<file path="src/rtl/rrps_pkg.sv">
package rrps_pkg;

    typedef enum logic {
        ST_IDLE  = 1'b0,
        ST_OWNED = 1'b1
    } arb_state_t;

endpackage

</file>
<file path="src/rtl/rrps_arbiter.sv">
module rrps_arbiter
    import rrps_pkg::*;
#(
    parameter int NUM_IF = 3
) (
    input  logic              clk,
    input  logic              rst_n,
    input  logic [NUM_IF-1:0] req,
    output logic [NUM_IF-1:0] grant
);

    localparam int IDX_W = (NUM_IF > 1) ? $clog2(NUM_IF) : 1;

    arb_state_t        state_q, state_d;
    logic [NUM_IF-1:0] grant_q, grant_d;
    logic [IDX_W-1:0]  ptr_q, ptr_d;
    logic [IDX_W-1:0]  win_idx, win_after;
    logic [NUM_IF-1:0] win_onehot;
    logic              win_found;
    logic              owner_keeps;

    // rotating search starting at the pointer
    always_comb begin
        int cand;
        win_found = 1'b0;
        win_idx   = '0;
        for (int k = 0; k < NUM_IF; k++) begin
            cand = int'(ptr_q) + k;
            if (cand >= NUM_IF) cand = cand - NUM_IF;
            if (!win_found && req[cand]) begin
                win_found = 1'b1;
                win_idx   = IDX_W'(cand);
            end
        end
        for (int k = 0; k < NUM_IF; k++) begin
            win_onehot[k] = win_found && (win_idx == IDX_W'(k));
        end
        win_after = (win_idx == IDX_W'(NUM_IF - 1)) ? '0 : win_idx + IDX_W'(1);
    end

    assign owner_keeps = |(grant_q & req);

    // next-state and output decisions
    always_comb begin
        state_d = state_q;
        grant_d = grant_q;
        ptr_d   = ptr_q;
        unique case (state_q)
            ST_IDLE: begin
                if (win_found) begin
                    state_d = ST_OWNED;
                    grant_d = win_onehot;
                    ptr_d   = win_after;
                end
            end
            ST_OWNED: begin
                if (!owner_keeps) begin
                    if (win_found) begin
                        grant_d = win_onehot;
                        ptr_d   = win_after;
                    end else begin
                        state_d = ST_IDLE;
                        grant_d = '0;
                    end
                end
            end
        endcase
    end

    // state register
    always_ff @(posedge clk or negedge rst_n) begin
        if (!rst_n) begin
            state_q <= ST_IDLE;
            grant_q <= '0;
            ptr_q   <= '0;
        end else begin
            state_q <= state_d;
            grant_q <= grant_d;
            ptr_q   <= ptr_d;
        end
    end

    assign grant = grant_q;

    AST_GRANT_ONEHOT: assert property (@(posedge clk) disable iff (!rst_n)
        $onehot0(grant_q));

    AST_NO_DEFAULT_GRANT: assert property (@(posedge clk) disable iff (!rst_n)
        (grant_q == '0 && req == '0) |=> (grant_q == '0));

    AST_OWNER_HOLDS: assert property (@(posedge clk) disable iff (!rst_n)
        (|(grant_q & req)) |=> (grant_q == $past(grant_q)));

    AST_OWNER_RELEASES: assert property (@(posedge clk) disable iff (!rst_n)
        ((grant_q != '0) && !(|(grant_q & req))) |=> ((grant_q & $past(grant_q)) == '0));

endmodule

</file>
<file path="src/rtl/rrps_lane_mux.sv">
module rrps_lane_mux #(
    parameter int          NUM_IF = 3,
    parameter int          W      = 16,
    parameter int unsigned LANE_W [NUM_IF] = '{16, 8, 12}
) (
    input  logic [NUM_IF-1:0]   sel,
    input  logic [NUM_IF*W-1:0] din,
    output logic [W-1:0]        dout
);

    logic [W-1:0] term [NUM_IF];

    for (genvar g = 0; g < NUM_IF; g++) begin : g_lane
        localparam int EFF = (int'(LANE_W[g]) >= W) ? W : int'(LANE_W[g]);
        localparam logic [W-1:0] MASK = {W{1'b1}} >> (W - EFF);

        assign term[g] = sel[g] ? (din[g*W +: W] & MASK) : '0;

        if (EFF < W) begin : g_chk
            always_comb begin
                if (sel[g] == 1'b1 && $onehot(sel)) begin
                    AST_UPPER_ZERO: assert ((dout >> EFF) == '0);
                end
            end
        end
    end

    always_comb begin
        dout = '0;
        for (int i = 0; i < NUM_IF; i++) begin
            dout = dout | term[i];
        end
    end

endmodule

</file>
<file path="src/rtl/rrps_pin_sharer.sv">
module rrps_pin_sharer #(
    parameter int          NUM_IF = 3,
    parameter int          ADDR_W = 12,
    parameter int          DATA_W = 16,
    parameter int unsigned IF_AW [NUM_IF] = '{12, 8, 10},
    parameter int unsigned IF_DW [NUM_IF] = '{16, 8, 16}
) (
    input  logic                     clk,
    input  logic                     rst_n,
    input  logic [NUM_IF-1:0]        ctl_req,
    output logic [NUM_IF-1:0]        ctl_grant,
    input  logic [NUM_IF*ADDR_W-1:0] ctl_addr,
    input  logic [NUM_IF-1:0]        ctl_rd,
    input  logic [NUM_IF-1:0]        ctl_wr,
    input  logic [NUM_IF*DATA_W-1:0] ctl_wdata,
    input  logic [NUM_IF-1:0]        ctl_wdata_oe,
    output logic [NUM_IF*DATA_W-1:0] ctl_rdata,
    input  logic [NUM_IF-1:0]        ctl_cs,
    output logic [ADDR_W-1:0]        pin_addr,
    output logic                     pin_rd,
    output logic                     pin_wr,
    output logic [DATA_W-1:0]        pin_wdata,
    output logic                     pin_wdata_oe,
    input  logic [DATA_W-1:0]        pin_rdata,
    output logic [NUM_IF-1:0]        pin_cs
);

    logic [NUM_IF-1:0] grant;

    rrps_arbiter #(.NUM_IF(NUM_IF)) u_arb (
        .clk   (clk),
        .rst_n (rst_n),
        .req   (ctl_req),
        .grant (grant)
    );

    rrps_lane_mux #(.NUM_IF(NUM_IF), .W(ADDR_W), .LANE_W(IF_AW)) u_addr_mux (
        .sel  (grant),
        .din  (ctl_addr),
        .dout (pin_addr)
    );

    rrps_lane_mux #(.NUM_IF(NUM_IF), .W(DATA_W), .LANE_W(IF_DW)) u_wdata_mux (
        .sel  (grant),
        .din  (ctl_wdata),
        .dout (pin_wdata)
    );

    assign ctl_grant    = grant;
    assign pin_rd       = |(grant & ctl_rd);
    assign pin_wr       = |(grant & ctl_wr);
    assign pin_wdata_oe = rst_n & (|(grant & ctl_wdata_oe));
    assign pin_cs       = ctl_cs;

    for (genvar g = 0; g < NUM_IF; g++) begin : g_fan
        assign ctl_rdata[g*DATA_W +: DATA_W] = pin_rdata;
    end

    AST_OE_IN_RESET: assert property (@(posedge clk)
        !rst_n |-> (!pin_wdata_oe && ctl_grant == '0));

endmodule

</file>
<file path="config.mk">
export PLATFORM = sky130hd
export DESIGN_NAME = rrps_pin_sharer
export DESIGN_NICKNAME = d
export VERILOG_FILES = /design/src/rtl/rrps_pkg.sv /design/src/rtl/rrps_arbiter.sv /design/src/rtl/rrps_lane_mux.sv /design/src/rtl/rrps_pin_sharer.sv
export SDC_FILE = /design/constraint.sdc
export NUM_CORES = 1
export LEC_CHECK = 0
export CELL_PAD_IN_SITES_DETAIL_PLACEMENT = 0
export CELL_PAD_IN_SITES_GLOBAL_PLACEMENT = 2
export CORE_ASPECT_RATIO = 1.4
export CORE_UTILIZATION = 10
export CTS_CLUSTER_DIAMETER = 150
export DETAILED_ROUTE_END_ITERATION = 12
export GPL_TIMING_DRIVEN = 0
export HOLD_SLACK_MARGIN = 0.08
export PLACE_DENSITY = 0.95
export SYNTH_ARGS = -nofsm -noshare
export SYNTH_HDL_FRONTEND = slang
export SYNTH_SLANG_ARGS = --single-unit
</file>
<file path="constraint.sdc">
create_clock -name clk -period 2.9 [get_ports clk]
set_input_delay 0.58 -clock clk [delete_from_list [all_inputs] [get_ports clk]]
set_output_delay 0.58 -clock clk [all_outputs]
set_load 0.03 [all_outputs]
</file>
==> impl_metrics.csv, run 1 <==
group,metric,value,unit
detailed_routing,vias_per_cell,3.84,
global_route,overflow,0,
sta,max_slew_margin,66.6,%
worst_setup_path,cp-end-kind,"primary output",
sta,min_period,2790,ps
cts,cts_setup_buffers,0,
worst_setup_path,reg2reg_depth,7,
placement,gp_congestion,0.742,
min_path,hold_path_class,"reg -> reg",
status,status,"complete, no violations",
worst_setup_path,r2r_start,"u_arb.ptr_q[0]$_DFFE_PN0P_",
final_layout,syn_to_final_growth,161,%
worst_setup_path,crit_required,2320,ps
sta,hold_viol_final,0,
synth,synthTopCellsByArea,"buf_4 32%, a222oi_1 17%, dfrtp_1 12%",
sta,clock_skew,2.83,ps
synth,syn_nets,274,
worst_setup_path,crit_type,"reg -> out",
cts,clk_pin_slew_worst_paths,30,ps
detailed_routing,via_count,1818,
min_path,holdPathEnd,"u_arb.ptr_q[1]$_DFFE_PN0P_",
cts,clockRootBuffer,"clkbuf_16",
synth,yosysTopAreaCell,"buf_4",
synth,synth_top_area_share,31.7,%
placement,dpl.hpwl,4840,um
floorplanning,start_util,10.3,%
final_layout,fillCellCount,1256,
synth,synth_edf_count,0,
cts,cts_tree,"done",
floorplanning,coreArea,0.0118,sq mm
worst_setup_path,critical_path_arrival,2210,ps
cts,cts_max_level,1,
power_and_ir_drop,p_leak,1.36,nW
synth,ys_seq_elements,6,
detailed_routing,drt_iter0_drc,77,
sta,rsz0062_at_grt,"false",
floorplanning,fp.dieW,94.8,um
synth,syn_area,0.00121,sq mm
cts,cts.path.max_buffers,2,
sta,slew_violations,0,
detailed_routing,wl,5540,um
placement,dp_cells,470,
sta,post-route-period-util,96.2,%
floorplanning,die_area,0.0125,sq mm
global_route,grt_pass1_vias,1853,
synth,synth_cells,155,
final_layout,num_antenna_cells,0,
power_and_ir_drop,ir_drop,183,uV
cts,cts_buffers,3,
floorplanning,die_height,132,um
synth,synth_common_cells,"51 x buf_4, 21 x inv_1, 20 x a222oi_1, 10 x a22o_1, 7 x clkbuf_1",
synth,yosysMostFrequentCell,"buf_4",
sta,fin_setup_tns,0,ps
global_route,grt_max_degree,11,
min_path,hold_depth,1,
job,cap_violations,0,
final_layout,nets,447,
worst_setup_path,rrSetupSlack,1080,ps
min_path,hp-start,"u_arb.ptr_q[1]$_DFFE_PN0P_",
sta,setup_viol,0,
cts,cts.sinks,6,
synth,synth_seq_area_share,12.4,%
worst_setup_path,worst_setup_path_start_kind,"flop",
final_layout,fin_cells,473,
synth,ys_warn_count,0,
sta,whs,529,ps
synth,avgSynthCellArea,7.78,sq um
sta,max_freq,0.358,GHz
detailed_routing,drtAntennaViolNets,0,
worst_setup_path,r2r_end,"u_arb.ptr_q[0]$_DFFE_PN0P_",
global_route,grt_pass1_wl,7910,um
floorplanning,rows,47,
detailed_routing,wl_per_cell,11.7,um
global_route,antenna_found_initial,0,
synth,ys.flop_type,"dfrtp_1",
cts,clk_latency,230,ps
synth,synthDistinctLibCells,29,
worst_setup_path,critPathMaxFanout,10,
synth,async_flop_share,100,%
floorplanning,io_pins,202,
final_layout,drive_above_1_share,19.0,%
detailed_routing,drt_first_pass_iters,5,
global_route,track_usage,7.95,%
sta,max_slew.worst_pin.slew,501,ps
detailed_routing,drc_errors,0,
placement,port-buffer-count,168,
power_and_ir_drop,p_per_area,713,mW/mm^2
[area by class of cell]
class                           count  area (sq um)  share of cell area [%]
Clock buffer                        3          75.1                    2.38
Buffer                             61           433                    13.7
Timing Repair Buffer              168          1680                    53.4
Tap cell                          147           184                    5.83
Multi-Input combinational cell     67           548                    17.4
Inverter                           21          78.8                    2.50
Sequential cell                     6           150                    4.76
[what timing repair did]
| item | CTS | global route |
|---|---|---|
| pin swaps | 0 | 0 |
| resized for setup | 2 | 3 |
| endpoints found under the hold margin | 0 | 0 |
| hold buffers | 0 | 0 |
| endpoints found under the setup margin | 18 | 9 |
[worst max path at each step]
stage                     to  slack (ps)                       start
3_5_place_dp    pin_wdata[0]         110  u_arb.grant[1]$_DFFE_PN0P_
2_1_floorplan    pin_addr[8]         840  u_arb.grant[2]$_DFFE_PN0P_
3_3_place_gp    pin_wdata[0]         150  u_arb.grant[1]$_DFFE_PN0P_
4_1_cts         pin_wdata[0]           8  u_arb.grant[1]$_DFFE_PN0P_
5_1_grt        pin_wdata[12]          30  u_arb.grant[2]$_DFFE_PN0P_
6_report        pin_wdata[4]         110  u_arb.grant[1]$_DFFE_PN0P_
[logic make-up after synthesis]
| logic type | share of synthesized area, % |
|---|---|
| compound gates | 33.9 |
| flops | 12.4 |
| mux | 1.24 |
| simple gates | 8.20 |
| fa+ha+maj | 2.07 |
| buf+inv | 42.1 |
[state kept, by name, indices dropped and copies added (netlist names)]
signal / flops
u_arb.grant: 3
u_arb.ptr_q: 2
u_arb.state_q: 1
[per-stage QoR]
| step | instance area, sq um | worst slack, ps | util [%] | total power, mW |
|---|---|---|---|---|
| 2_1_floorplan | 1210 | 836 | - | 1.30 |
| 6_report | 3150 | 111 | 26.8 | 2.25 |
| 3_5_place_dp | 3070 | 110 | 26.1 | 2.03 |
| 3_3_place_gp | 3070 | 145 | 26.1 | 2.02 |
| 4_1_cts | 3150 | 7.74 | 26.8 | 2.27 |
| 5_1_grt | 3150 | 26.0 | 26.8 | 2.39 |
[critical path, cell delays in order (launching register included)]
cell and delay (ps):
dfrtp_1 410, clkbuf_2 210, clkbuf_2 240, a222oi_1 450
inv_1 70, clkdlybuf4s50_1 600
[layout by cell type, fill, tap and decap left out, drive strengths merged]
master / n
o21bai: 2
and3: 1
dfrtp: 6
a32oi: 1
a21o: 2
nor3: 1
mux2: 1
a21oi: 4
buf: 54
inv: 21
o21ai: 5
ha: 2
clkdlybuf4s50: 167
nor2: 3
a222oi: 20
nand2: 2
a32o: 2
o2111a: 1
nor4bb: 1
nand2b: 2
dlymetal6s2s: 1
clkbuf: 10
nand4: 1
and2: 3
a31oi: 1
a22o: 10
nor2b: 2
[power by group]
part / internal (mW) / switching [mW]
Sequential: 0.123 / 0.0362
Clock: 0.177 / 0.0436
Combinational: 0.855 / 1.01
Total: 1.16 / 1.09
[layer usage]
metal / vias to the layer above / part of all wire, % / track usage [%]
li1: 863 / - / -
met1: 808 / 29 / 6.08
met2: 147 / 53 / 16.8
met3: 0 / 18 / 4.27
met4: 0 / 0 / 0.842
met5: - / 0 / 0
No activity file was read; power rests on OpenSTA's default activity.
==> run 2, diff against run 1 <==
--- a/config.mk
+++ b/config.mk
@@ -12,7 +12,6 @@
 export CTS_CLUSTER_DIAMETER = 150
 export DETAILED_ROUTE_END_ITERATION = 12
 export GPL_TIMING_DRIVEN = 0
-export HOLD_SLACK_MARGIN = 0.08
 export PLACE_DENSITY = 0.95
 export SYNTH_ARGS = -nofsm -noshare
 export SYNTH_HDL_FRONTEND = slang
==> results of run 2 <==
Final layout, timing and power as in run 1 (identical DEF).
==> run 3, diff against run 2 <==
==> constraint.sdc (replaced) <==
create_clock -name clk -period 3.6 [get_ports clk]
set_input_delay 0.72 -clock clk [delete_from_list [all_inputs] [get_ports clk]]
set_output_delay 0.72 -clock clk [all_outputs]
set_load 0.03 [all_outputs]
==> impl_metrics.csv, run 3 (synthesis results as in run 1) <==
group,metric,value,unit
status,status,"complete, no violations",
sta,setup_viol,0,
global_route,overflow,0,
cts,cts.path.max_buffers,2,
detailed_routing,drt_iter0_drc,85,
final_layout,mostFrequentLayoutCells,"168 x clkdlybuf4s50_1, 51 x buf_4, 21 x inv_1",
detailed_routing,via_count,1820,
worst_setup_path,critical_path_arrival,2420,ps
cts,postCtsHoldBufs,0,
worst_setup_path,cp-startpoint,"u_arb.grant[1]$_DFFE_PN0P_",
power_and_ir_drop,finalPower,1.81,mW
floorplanning,start_util,10.3,%
sta,min_period,3140,ps
worst_setup_path,worst_path_max_delay_cell,"clkdlybuf4s50_1",
sta,max_freq,0.319,GHz
cts,clk_latency,230,ps
power_and_ir_drop,ir_drop,147,uV
final_layout,largest_register_ffs,3,
job,cap_violations,0,
sta,rsz0062_at_grt,"false",
global_route,grt_util_met1,6.05,%
sta,clock_skew,2.83,ps
global_route,antenna_found_initial,0,
global_route,grt_pass1_vias,1857,
final_layout,num_antenna_cells,0,
sta,post-route-period-util,87.2,%
cts,clk_pin_slew_worst_paths,30,ps
detailed_routing,drc_errors,0,
final_layout,syn_to_final_growth,161,%
worst_setup_path,crit_required,2880,ps
sta,fin_setup_tns,0,ps
worst_setup_path,r2r_start,"u_arb.ptr_q[0]$_DFFE_PN0P_",
worst_setup_path,rrSetupSlack,1770,ps
final_layout,nets,447,
sta,hold_viol_final,0,
cts,cts_max_level,1,
min_path,hold_path_class,"reg -> reg",
final_layout,drive_above_1_share,18.1,%
final_layout,final_common_cell,"clkdlybuf4s50_1",
global_route,top_usage_layer,"met2",
detailed_routing,wl_per_cell,11.7,um
sta,max_slew.worst_pin.slew,494,ps
worst_setup_path,crit_path_frequent_cell,"clkbuf_1",
global_route,track_usage,7.95,%
detailed_routing,drt_first_pass_iters,4,
worst_setup_path,crit_type,"reg -> out",
global_route,grt_use_met3,4.27,%
detailed_routing,drtAntennaViolNets,0,
sta,max_slew_margin,67.1,%
cts,clockRootBuffer,"clkbuf_16",
global_route,grt_max_degree,11,
min_path,hp-start,"u_arb.ptr_q[1]$_DFFE_PN0P_",
worst_setup_path,r2r_end,"u_arb.ptr_q[0]$_DFFE_PN0P_",
placement,dpl.hpwl,4840,um
worst_setup_path,reg2reg_depth,7,
global_route,grt_pass1_wl,7910,um
power_and_ir_drop,p_leak,1.33,nW
detailed_routing,vias_per_cell,3.85,
cts,cts.sinks,6,
worst_setup_path,worst_setup_path_start_kind,"flop",
placement,gp_congestion,0.742,
placement,port-buffer-count,168,
detailed_routing,wl,5550,um
floorplanning,die_area,0.0125,sq mm
final_layout,fillCellCount,1259,
power_and_ir_drop,p_per_area,575,mW/mm^2
global_route,met2_usage,16.8,%
sta,slew_violations,0,
worst_setup_path,cp-end-kind,"primary output",
cts,cts_tree,"done",
cts,cts_setup_buffers,0,
floorplanning,die_height,132,um
worst_setup_path,cp_cell_sequence,"clkbuf_1 -> clkbuf_1 -> a222oi_1 -> inv_1 -> clkdlybuf4s50_1",
cts,postCtsResizedCells,0,
floorplanning,io_pins,202,
worst_setup_path,endpoint,"pin_wdata[0]",
cts,cts_buffers,3,
floorplanning,rows,47,
worst_setup_path,critPathMaxFanout,10,
floorplanning,fp.dieW,94.8,um
worst_setup_path,critPathMaxStageDelay,660,ps
floorplanning,coreArea,0.0118,sq mm
run 3: worst min-delay path by stage:
stage,to,slack (ps),cells after the start
floorplan,u_arb.grant[0]$_DFFE_PN0P_,420,0
global placement,u_arb.ptr_q[1]$_DFFE_PN0P_,500,1
detailed placement,u_arb.ptr_q[1]$_DFFE_PN0P_,510,1
CTS,u_arb.ptr_q[1]$_DFFE_PN0P_,520,1
global route,u_arb.ptr_q[1]$_DFFE_PN0P_,550,1
finish,u_arb.ptr_q[1]$_DFFE_PN0P_,530,1
run 3: critical path, delay by kind of cell (launching register included):
kind	cells	cell delay, ps
buffers and inverters	4	1580
DFF	1	390
AOI/OAI and AO/OA	1	210
run 3: metal layers:
metal  share of wire (%)  vias up
li1                    -      864
met1                  29      809
met2                  53      147
met3                  18        0
met4                   0        0
met5                   0        -
run 3: stage by stage:
| step | utilization (%) | hold slack (ps) | area (sq um) | std cells | setup WS (ps) |
|---|---|---|---|---|---|
| 2_1_floorplan | - | 424 | 1210 | 155 | 1400 |
| 3_3_place_gp | 26.1 | 497 | 3070 | 470 | 577 |
| 3_5_place_dp | 26.1 | 514 | 3070 | 470 | 586 |
| 4_1_cts | 26.8 | 520 | 3150 | 473 | 427 |
| 5_1_grt | 26.8 | 548 | 3150 | 473 | 290 |
| 6_report | 26.8 | 529 | 3150 | 473 | 462 |
run 3: power by group:
group	leakage [nW]	switching (mW)	internal, mW
Combinational	1.23	0.817	0.687
Sequential	0.0719	0.0288	0.0990
Clock	0.0370	0.0351	0.142
run 3: area by class of cell:
type,instances,area [sq um],share of cell area [%]
plain buffers,61,429,13.6
well taps,147,184,5.84
repair buffers,168,1680,53.4
inverters,21,78.8,2.50
flip-flops and latches,6,150,4.77
multi-input cells,67,548,17.4
clock buffers,3,75.1,2.39
